## src/rtl/seg_xlate_pkg.sv

```systemverilog
package seg_xlate_pkg;

    localparam int ADDR_W = 32;
    localparam int SEL_W  = 16;
    localparam int IDX_W  = 13;
    localparam int LIM_W  = 20;

    typedef enum logic [1:0] {
        ST_IDLE,
        ST_RD_LO,
        ST_RD_HI,
        ST_EVAL
    } state_e;

    typedef enum logic [2:0] {
        F_NONE   = 3'd0,
        F_NULL   = 3'd1,
        F_TABLE  = 3'd2,
        F_ABSENT = 3'd3,
        F_LIMIT  = 3'd4,
        F_PROT   = 3'd5
    } fault_e;

    typedef struct packed {
        logic [ADDR_W-1:0] base;
        logic [LIM_W-1:0]  limit;
        logic              present;
        logic [1:0]        dpl;
        logic              seg;
        logic [3:0]        typ;
        logic              gran;
    } desc_t;

    typedef struct packed {
        state_e            state;
        logic [ADDR_W-1:0] addr;
        logic [ADDR_W-1:0] off;
        logic [1:0]        kind;
        logic [1:0]        cpl;
        logic [1:0]        rpl;
        logic [31:0]       lo;
        logic              rsp_v;
        fault_e            rsp_f;
        logic [ADDR_W-1:0] rsp_lin;
    } regs_t;

endpackage

```

## src/rtl/seg_sel_decode.sv

```systemverilog
module seg_sel_decode
    import seg_xlate_pkg::*;
#(
    parameter int TLIM_W = 16
) (
    input  logic [SEL_W-1:0]  sel,
    input  logic [ADDR_W-1:0] gdt_base,
    input  logic [TLIM_W-1:0] gdt_limit,
    input  logic [ADDR_W-1:0] ldt_base,
    input  logic [TLIM_W-1:0] ldt_limit,
    output logic [ADDR_W-1:0] desc_addr,
    output logic [1:0]        rpl,
    output logic              null_sel,
    output logic              tbl_over
);
    localparam int PAD_W = ADDR_W - IDX_W - 3;

    logic [IDX_W-1:0]  idx;
    logic              use_local;
    logic [ADDR_W-1:0] tbl_base;
    logic [ADDR_W-1:0] tbl_lim;
    logic [ADDR_W-1:0] last_byte;

    always_comb begin
        idx       = sel[SEL_W-1:3];
        use_local = sel[2];
        rpl       = sel[1:0];
        tbl_base  = use_local ? ldt_base : gdt_base;
        tbl_lim   = use_local ? ADDR_W'(ldt_limit) : ADDR_W'(gdt_limit);
        desc_addr = tbl_base + {{PAD_W{1'b0}}, idx, 3'b000};
        last_byte = {{PAD_W{1'b0}}, idx, 3'b111};
        null_sel  = !use_local && (idx == '0);
        tbl_over  = last_byte > tbl_lim;
    end

endmodule

```

## src/rtl/seg_desc_check.sv

```systemverilog
module seg_desc_check
    import seg_xlate_pkg::*;
(
    input  logic [31:0]       lo,
    input  logic [31:0]       hi,
    input  logic [ADDR_W-1:0] off,
    input  logic [1:0]        kind,
    input  logic [1:0]        cpl,
    input  logic [1:0]        rpl,
    output fault_e            fault,
    output logic [ADDR_W-1:0] lin
);
    desc_t             d;
    logic [ADDR_W-1:0] eff_lim;
    logic [1:0]        eff_pl;
    logic              is_code;
    logic              conform;
    logic              rw_bit;
    logic              prot;
    logic              unused_bits;

    always_comb begin
        d.limit   = {hi[19:16], lo[15:0]};
        d.base    = {hi[31:24], hi[7:0], lo[31:16]};
        d.present = hi[15];
        d.dpl     = hi[14:13];
        d.seg     = hi[12];
        d.typ     = hi[11:8];
        d.gran    = hi[23];
        unused_bits = ^{hi[22:20], d.typ[0]};

        eff_lim = d.gran ? {d.limit, 12'hFFF} : {12'h000, d.limit};
        eff_pl  = (cpl > rpl) ? cpl : rpl;
        is_code = d.typ[3];
        conform = d.typ[2];
        rw_bit  = d.typ[1];

        if (!d.seg) begin
            prot = 1'b1;
        end else begin
            unique case (kind)
                2'd0:    prot = is_code ? (!rw_bit || (!conform && eff_pl > d.dpl))
                                        : (eff_pl > d.dpl);
                2'd1:    prot = is_code || !rw_bit || (eff_pl > d.dpl);
                default: prot = !is_code || (conform ? (d.dpl > cpl) : (d.dpl != cpl));
            endcase
        end

        if (!d.present)        fault = F_ABSENT;
        else if (prot)         fault = F_PROT;
        else if (off > eff_lim) fault = F_LIMIT;
        else                   fault = F_NONE;

        lin = (fault == F_NONE) ? d.base + off : '0;
    end

endmodule

```

## src/rtl/seg_xlate.sv

```systemverilog
module seg_xlate
    import seg_xlate_pkg::*;
#(
    parameter int TLIM_W = 16
) (
    input  logic              clk,
    input  logic              rst_n,
    input  logic              req_valid,
    output logic              req_ready,
    input  logic [15:0]       req_sel,
    input  logic [31:0]       req_off,
    input  logic [1:0]        req_kind,
    input  logic [1:0]        req_cpl,
    input  logic [31:0]       gdt_base,
    input  logic [TLIM_W-1:0] gdt_limit,
    input  logic [31:0]       ldt_base,
    input  logic [TLIM_W-1:0] ldt_limit,
    output logic              mem_rd_en,
    output logic [31:0]       mem_rd_addr,
    input  logic [31:0]       mem_rd_data,
    output logic              rsp_valid,
    output logic [2:0]        rsp_fault,
    output logic [31:0]       rsp_lin
);
    regs_t q, d;

    logic [ADDR_W-1:0] sel_addr;
    logic [1:0]        sel_rpl;
    logic              sel_null;
    logic              sel_over;
    fault_e            chk_fault;
    logic [ADDR_W-1:0] chk_lin;

    seg_sel_decode #(.TLIM_W(TLIM_W)) u_dec (
        .sel       (req_sel),
        .gdt_base  (gdt_base),
        .gdt_limit (gdt_limit),
        .ldt_base  (ldt_base),
        .ldt_limit (ldt_limit),
        .desc_addr (sel_addr),
        .rpl       (sel_rpl),
        .null_sel  (sel_null),
        .tbl_over  (sel_over)
    );

    seg_desc_check u_chk (
        .lo    (q.lo),
        .hi    (mem_rd_data),
        .off   (q.off),
        .kind  (q.kind),
        .cpl   (q.cpl),
        .rpl   (q.rpl),
        .fault (chk_fault),
        .lin   (chk_lin)
    );

    always_comb begin
        d       = q;
        d.rsp_v = 1'b0;
        unique case (q.state)
            ST_IDLE: begin
                if (req_valid) begin
                    d.addr = sel_addr;
                    d.off  = req_off;
                    d.kind = req_kind;
                    d.cpl  = req_cpl;
                    d.rpl  = sel_rpl;
                    if (sel_null || sel_over) begin
                        d.rsp_v   = 1'b1;
                        d.rsp_f   = sel_null ? F_NULL : F_TABLE;
                        d.rsp_lin = '0;
                    end else begin
                        d.state = ST_RD_LO;
                    end
                end
            end
            ST_RD_LO: d.state = ST_RD_HI;
            ST_RD_HI: begin
                d.lo    = mem_rd_data;
                d.state = ST_EVAL;
            end
            default: begin
                d.rsp_v   = 1'b1;
                d.rsp_f   = chk_fault;
                d.rsp_lin = chk_lin;
                d.state   = ST_IDLE;
            end
        endcase
    end

    always_ff @(posedge clk or negedge rst_n) begin
        if (!rst_n) begin
            q <= '{state: ST_IDLE, rsp_f: F_NONE, default: '0};
        end else begin
            q <= d;
        end
    end

    assign req_ready   = (q.state == ST_IDLE);
    assign mem_rd_en   = (q.state == ST_RD_LO) || (q.state == ST_RD_HI);
    assign mem_rd_addr = (q.state == ST_RD_HI) ? q.addr + 32'd4 : q.addr;
    assign rsp_valid   = q.rsp_v;
    assign rsp_fault   = q.rsp_f;
    assign rsp_lin     = q.rsp_lin;

    // second descriptor word follows the first at +4
    a_r1_word_pair: assert property (@(posedge clk) disable iff (!rst_n)
        (mem_rd_en && $past(mem_rd_en)) |-> (mem_rd_addr == $past(mem_rd_addr) + 32'd4));

    // null selector answered on the next cycle with code 1
    a_r2_null_fast: assert property (@(posedge clk) disable iff (!rst_n)
        (req_valid && req_ready && req_sel[15:3] == 13'd0 && !req_sel[2])
        |=> (rsp_valid && rsp_fault == 3'd1 && !mem_rd_en));

    // faulting responses carry a zero linear address
    a_r11_fault_zero: assert property (@(posedge clk) disable iff (!rst_n)
        (rsp_valid && rsp_fault != 3'd0) |-> (rsp_lin == 32'd0));

    // after acceptance the block is either busy or answering
    a_r12_one_at_a_time: assert property (@(posedge clk) disable iff (!rst_n)
        (req_valid && req_ready) |=> (!req_ready || rsp_valid));

    // responses appear only while idle, never during descriptor reads
    a_r12_rsp_idle: assert property (@(posedge clk) disable iff (!rst_n)
        rsp_valid |-> (req_ready && !mem_rd_en));

endmodule

```

## config.mk

```make
export PLATFORM = sky130hd
export DESIGN_NAME = seg_xlate
export DESIGN_NICKNAME = d
export VERILOG_FILES = /design/src/rtl/seg_xlate_pkg.sv /design/src/rtl/seg_sel_decode.sv /design/src/rtl/seg_desc_check.sv /design/src/rtl/seg_xlate.sv
export SDC_FILE = /design/constraint.sdc
export NUM_CORES = 1
export LEC_CHECK = 0
export ABC_AREA = 1
export ABC_CLOCK_PERIOD_IN_PS = 4410
export BUFFER_PORTS_ARGS = -buffer_cell sky130_fd_sc_hd__buf_2
export CAP_MARGIN = 40
export CELL_PAD_IN_SITES_DETAIL_PLACEMENT = 1
export CELL_PAD_IN_SITES_GLOBAL_PLACEMENT = 1
export CORE_UTILIZATION = 42
export CTS_CLUSTER_SIZE = 40
export DETAILED_ROUTE_END_ITERATION = 10
export GPL_ROUTABILITY_DRIVEN = 1
export HOLD_SLACK_MARGIN = 0.06
export PLACE_DENSITY_LB_ADDON = 0.1
export RECOVER_POWER = 25
export SYNTH_ARGS = -nofsm -noshare
export SYNTH_HDL_FRONTEND = slang
export SYNTH_HIERARCHICAL = 1
export SYNTH_SLANG_ARGS = --single-unit
```

## constraint.sdc

```tcl
create_clock -name clk -period 4.41 [get_ports clk]
set_clock_uncertainty 0.15 [all_clocks]
set_input_delay 0.6615 -clock clk [delete_from_list [all_inputs] [get_ports clk]]
set_output_delay 0.6615 -clock clk [all_outputs]
set_load 0.02 [all_outputs]
```

==> results of run 1 <==
[metal layers]
metal	part of all wire, %	vias up	track usage [%]
li1	-	6463	-
met1	41	6126	31.74
met2	53	284	55.52
met3	3.1	67	3.740
met4	2.9	0	10.89
met5	0	-	0
[flip-flops by register name (all words and copies together) (netlist names)]
register,cells
q,104
rsp_fault,3
rsp_lin,32
rsp_valid,1
[through the flow]
step / setup WS, ns / cell area [µm²] / utilization, % / cells / hold slack [ns]
2_1_floorplan: 1.355 / 12420 / - / 1936 / 0.2159
6_report: 0.6597 / 14290 / 49.39 / 2527 / 0.2618
4_1_cts: 0.6645 / 14290 / 49.37 / 2524 / 0.06883
3_3_place_gp: 0.3554 / 13720 / 47.41 / 2492 / 0.3110
3_5_place_dp: 0.2344 / 13720 / 47.41 / 2492 / 0.3193
5_1_grt: 0.3454 / 14290 / 49.39 / 2526 / 0.2558
[area by class of cell]
class                   instances  area [µm²]  share of cell area [%]
diodes                          3       7.507                 0.05253
clock inverters                14       127.6                  0.8929
inverters                     170       638.1                   4.465
repair buffers                261        1346                   9.420
clock buffers                  18       439.2                   3.073
well taps                     384       480.5                   3.362
flip-flops and latches        140        3503                   24.51
multi-input cells            1537        7750                   54.22
[worst max-delay path, cell delays in order]
cell and delay, ns:
buf_2 0.52, mux2i_1 0.16, ha_1 0.34, nand4_1 0.14
nor3_1 0.24, nand2_1 0.12, a21oi_1 0.18, a21oi_1 0.16
or2_2 0.38, nand2_4 0.32, nand2_4 0.34, nor2_1 0.24
a31oi_1 0.06
[report_power, final]
part	internal [µW]	leakage, µW	total [µW]	switching (µW)
clock network	757	0.000274	1400	648
registers	1780	0.00178	2360	574
logic	1750	0.00624	5280	3530
total	4290	0.00830	9040	4750
[worst paths after layout]
check / endpoint / slack (ns) / depth (start not counted)
max: rsp_fault[1]$_DFFE_PN0P_ / 0.66 / 13
min: q[83]$_DFFE_PN0P_ / 0.26 / 3
max reg2reg: rsp_lin[12]$_DFFE_PN0P_ / 1.44 / 18
min reg2reg: q[107]$_DFFE_PN0P_ / 0.33 / 2
max in group asynchronous: rsp_fault[1]$_DFFE_PN0P_ / 0.95 / 1
min in group asynchronous: q[76]$_DFFE_PN0P_ / 1.33 / 1
[placed cells by master, fill, tap and decap left out, types with 22 or more instances in the layout]
| cell | n |
|---|---|
| nand4_1 | 22 |
| o21ai_0 | 31 |
| nor2_1 | 157 |
| ha_1 | 100 |
| nand2_2 | 27 |
| nand2_1 | 837 |
| xor2_1 | 26 |
| a21oi_1 | 67 |
| buf_2 | 251 |
| inv_1 | 165 |
| dfrtp_1 | 140 |
| nand3_1 | 139 |
[cells by family (layout without fill, tap and decap cells)]
logic type      count (synthesis)  in the layout  synth area share (%)
compound gates                120            120                 5.218
xor+xnor                       46             46                 3.243
fa+ha+maj                     102            102                 10.39
buf+inv                       259            463                 9.428
flops                         140            140                 28.20
mux                            20             20                 1.612
other cells                     0              3                     0
simple gates                 1249           1249                 41.90
==> flow_metrics.py, run 1 <==
metrics = {
    "place": {
        "dp_hpwl_um": 34260,
        "port_buffers": 252,
        "gp_congestion": 0.8851,
    },
    "job": {
        "cap_violations": 1,
    },
    "cts": {
        "cts_sinks": 140,
        "htreeDepth": 4,
        "cts_buffers": 17,
        "clk_pin_slew_ns": 0.06,
        "clk_latency_ns": 0.44,
        "cts_tree": "done",
        "cts_setup_buffers": 0,
        "cts_resized": 0,
        "cts.path.max_buffers": 2,
        "cts-root-buf": "clkbuf_16",
        "cts_hold_buf": 0,
    },
    "drt": {
        "ant_nets": 0,
        "num_vias": 12940,
        "firstDrtPassIters": 5,
        "drc_errors": 0,
        "drt_iter0_markers": 576,
        "wl_per_cell_um": 16.69,
        "viasPerCell": 5.121,
        "wirelength_um": 42170,
    },
    "grt": {
        "grt_usage_pct": 28.80,
        "antenna_found_initial": 3,
        "grt_start_max_net_pins": 77,
        "grt_pass1_vias": 13877,
        "overflow": 0,
        "grt_pass1_wl_um": 69260,
    },
    "logic_synthesis": {
        "async_flop_share_pct": 100.0,
        "avgSynthCellArea_um2": 6.416,
        "netlist_instances": 1936,
        "yosysSeqAreaShare_pct": 28.20,
        "synth.top_cells.by_count": "nand2_1, inv_1, nor2_1",
        "yosys.area.top_type": "dfrtp_1",
        "synth-seq-cells": 140,
        "synth_top_area_share_pct": 28.20,
        "synth_nets": 2221,
        "synth.top_cells.by_area": "dfrtp_1, nand2_1, ha_1, nand3_1, inv_1",
        "syn-cell-area_um2": 12420,
        "synth_most_common_cell": "nand2_1",
        "yosysWarnings": 6,
        "synth.distinct_cells": 46,
        "synth_edf_count": 0,
        "yosys_most_used_dff": "dfrtp_1",
    },
    "hold_path": {
        "holdCritPathClass": "input port to flip-flop",
        "min-delay-start": "req_off[9]",
    },
    "timing": {
        "fin_crit_sh_pct": 85.04,
        "hold_viol": 0,
        "max_freq_mhz": 266.6,
        "worst_pin_slew_ns": 3.188,
        "setup_viol": 0,
        "slew_viol_final": 65,
        "rsz0062_at_grt": "no",
        "tns_ns": 0,
        "max-slew-margin-rel_pct": -112.6,
        "fin_crit_ns": 3.750,
    },
    "floorplanning": {
        "ioPinCount": 253,
        "initial_core_util_pct": 42.93,
        "rows": 62,
        "die-width_um": 174.0,
        "dieArea_um2": 30270,
        "dieHeight_um": 174.0,
        "coreArea_um2": 28940,
    },
    "setup_path": {
        "setup.worst_path.start": "req_sel[2]",
        "end_kind": "flip-flop",
        "cp_max_fo": 37,
        "crit-reg2reg-launch": "q[70]$_DFFE_PN0P_",
        "cp-start-kind": "input port",
        "cp.arrival_ns": 3.90,
        "cp.required_ns": 4.56,
        "worstSetupPathType": "input port to flip-flop",
    },
    "finish": {
        "fillers": 3982,
        "drive_gt1_share_pct": 16.64,
        "nets": 2412,
        "synthToLayoutAreaGrowth_pct": 15.06,
    },
    "outcome": {
        "violations": "max-capacitance violations, max-slew violations",
        "outcome": "complete, but fails checks",
    },
    "power_and_ir_drop": {
        "total_power_uw": 9039,
        "leakage_uw": 0.008298,
        "power_density_nw_per_um2": 632.4,
        "ir_drop_v": 0.0002713,
    },
}
(Power assumes the default switching activity.)
==> inputs of run 2 (changes only) <==
ABC_CLOCK_PERIOD_IN_PS = 3970   (was 4410)
BUFFER_PORTS_ARGS = -buffer_cell sky130_fd_sc_hd__buf_4   (was -buffer_cell sky130_fd_sc_hd__buf_2)
CORE_UTILIZATION = 39   (was 42)
clock period = 3.97 ns   (was 4.41 ns; I/O delays follow)
==> run 2 against run 1 <==
Effect of this change: the flow still finishes with violations (max-capacitance violations, max-slew violations); first-iteration DRC count is 3.1% higher; sequential power grew 11%; utilization fell by 1.2 points; largest cell class unchanged; combinational power grew 14%; sequential share of layout area shrank 1.0 points.
==> flow_metrics.py, run 2 (same netlist as run 1, synthesis figures left out) <==
metrics = {
    "finish": {
        "multi_input_area_um2": 7750,
        "final-seq-area_um2": 3503,
        "largest_register": "q",
        "final_common_cell": "nand2_1",
        "stdcell_area_um2": 14930,
        "synthToLayoutAreaGrowth_pct": 20.20,
        "drive_gt1_share_pct": 16.71,
        "nets": 2414,
        "largest_reg_flops": 104,
        "fillers": 4147,
        "final_cell_mix": "nand2_1, buf_4, inv_1, nor2_1, dfrtp_1",
    },
    "setup_path": {
        "slowest_stage": "ha_1",
        "reg2reg_to": "rsp_lin[6]$_DFFE_PN0P_",
        "crit_chain": "inv_1 > ha_1 > inv_2 > buf_4 > nor2_2 > nand2_1 > xnor2_1 > buf_4",
        "worstSetupPathType": "flip-flop to output port",
        "path_common_cell": "buf_4",
        "crit-reg2reg-launch": "q[71]$_DFFE_PN0P_",
        "path_delay_family": "buffers and inverters",
        "cpPeakStageDelay_ns": 0.39,
        "cp.required_ns": 3.22,
        "cp.arrival_ns": 2.57,
        "r2r_slack_ns": 1.05,
        "end_kind": "output port",
        "worst-path-stages": 8,
        "worst-r2r-cell-count": 17,
        "cp-start-kind": "flip-flop",
        "critPathBufInv": 4,
        "cp_max_fo": 33,
    },
    "hold_path": {
        "holdCritPathClass": "input port to flip-flop",
        "hold_end": "q[71]$_DFFE_PN0P_",
        "min-delay-start": "req_cpl[1]",
        "min_path_cells": 3,
    },
    "power_and_ir_drop": {
        "p_seq_share_pct": 25.6,
        "switching_share_pct": 51.07,
        "power_density_nw_per_um2": 687.2,
        "p_sw_uw": 5240,
        "p_clk_share_pct": 15.5,
        "leakage_uw": 0.008479,
        "combinationalPowerShare_pct": 58.9,
        "ir_drop_v": 0.0003415,
        "p_int_uw": 5020,
    },
    "job": {
        "cap_violations": 1,
    },
    "place": {
        "dp_hpwl_um": 35420,
        "gp_congestion": 0.8916,
        "placed_area_um2": 14380,
        "port_buffers": 252,
        "pre_cts_slack_ns": 0.3457,
    },
    "timing": {
        "worst_pin_slew_ns": 1.916,
        "max_freq_mhz": 301.6,
        "max-slew-margin-rel_pct": -27.70,
        "rsz0062_at_grt": "no",
        "setup_viol": 0,
        "slew_viol_final": 73,
        "fin_crit_sh_pct": 83.51,
        "worst_slack_ns": 0.6545,
        "fin_crit_ns": 3.316,
        "hold_viol": 0,
        "tns_ns": 0,
    },
    "grt": {
        "antenna_found_initial": 1,
        "grt_usage_pct": 27.25,
        "grt_pass1_wl_um": 70010,
        "grt_pass1_vias": 13776,
        "overflow": 0,
        "grt_start_max_net_pins": 73,
    },
    "drt": {
        "drc_errors": 0,
        "num_vias": 12872,
        "ant_nets": 0,
        "wirelength_um": 43370,
        "viasPerCell": 5.070,
        "drt_iter0_markers": 594,
        "firstDrtPassIters": 4,
        "wl_per_cell_um": 17.08,
    },
    "floorplanning": {
        "dieArea_um2": 32570,
        "coreArea_um2": 30990,
        "rows": 64,
        "ioPinCount": 253,
        "dieHeight_um": 180.5,
        "die-width_um": 180.5,
        "initial_core_util_pct": 40.08,
    },
    "cts": {
        "cts_setup_buffers": 0,
        "htreeDepth": 4,
        "cts_tree": "done",
        "cts-root-buf": "clkbuf_16",
        "cts.path.max_buffers": 2,
        "clk_latency_ns": 0.43,
        "cts_buffers": 17,
        "clk_pin_slew_ns": 0.06,
        "cts_hold_buf": 0,
        "cts_sinks": 140,
        "cts_resized": 0,
    },
    "outcome": {
        "violations": "max-capacitance violations, max-slew violations",
        "outcome": "complete, but fails checks",
    },
}
-- run 2: power by group through the flow --
stage / clock network, µW / registers (µW) / logic [µW]
detailed placement: 0 / 2640 / 6030
CTS: 1610 / 2630 / 6080
finish: 1590 / 2630 / 6040
floorplan: 0 / 2370 / 4260
global route: 1680 / 2700 / 6780
global placement: 0 / 2630 / 5830
-- run 2: worst max-delay path by stage --
stage / to / slack [ns] / from
after floorplan: rsp_lin[21]$_DFFE_PN0P_ / 0.98 / req_sel[2]
after global placement: rsp_lin[6]$_DFFE_PN0P_ / 0.45 / req_sel[2]
after detailed placement: rsp_fault[1]$_DFFE_PN0P_ / 0.35 / req_sel[2]
after CTS: mem_rd_addr[30] / 0.62 / q[138]$_DFFE_PN0P_
after global routing: mem_rd_addr[30] / 0.45 / q[138]$_DFFE_PN0P_
final: mem_rd_addr[11] / 0.65 / q[138]$_DFFE_PN0P_
-- run 2: final cells by class --
cell class	count	area share, %
Tap cell	396	3.319
Multi-Input combinational cell	1537	51.91
Inverter	170	4.274
Antenna cell	1	0.01676
Sequential cell	140	23.46
Clock inverter	14	0.9553
Timing Repair Buffer	263	13.19
Clock buffer	18	2.874
-- run 2: through the flow --
step           hold WS (ns)  utilization, %  cells  total power (µW)
4_1_cts             0.06188           48.24   2538             10320
2_1_floorplan        0.1499               -   1936              6630
3_3_place_gp         0.3169           46.39   2506              8461
3_5_place_dp         0.3222           46.39   2506              8673
6_report             0.2039           48.18   2539             10260
5_1_grt              0.2023           48.18   2539             11150
-- run 2: worst min-delay path, delay by kind of cell --
| family | cells | cell delay [ns] |
|---|---|---|
| AND/OR/NAND/NOR | 2 | 0.08 |
| buffers and inverters | 1 | 0.08 |
-- run 2: metal layers --
layer / GRT usage, % / routed length, µm / vias to the layer above
met1: 29.71 / 17520 / 6099
met5: 0 / 0 / -
met2: 52.79 / 23170 / 257
met3: 3.476 / 1282 / 60
li1: - / - / 6456
met4: 10.77 / 1399 / 0
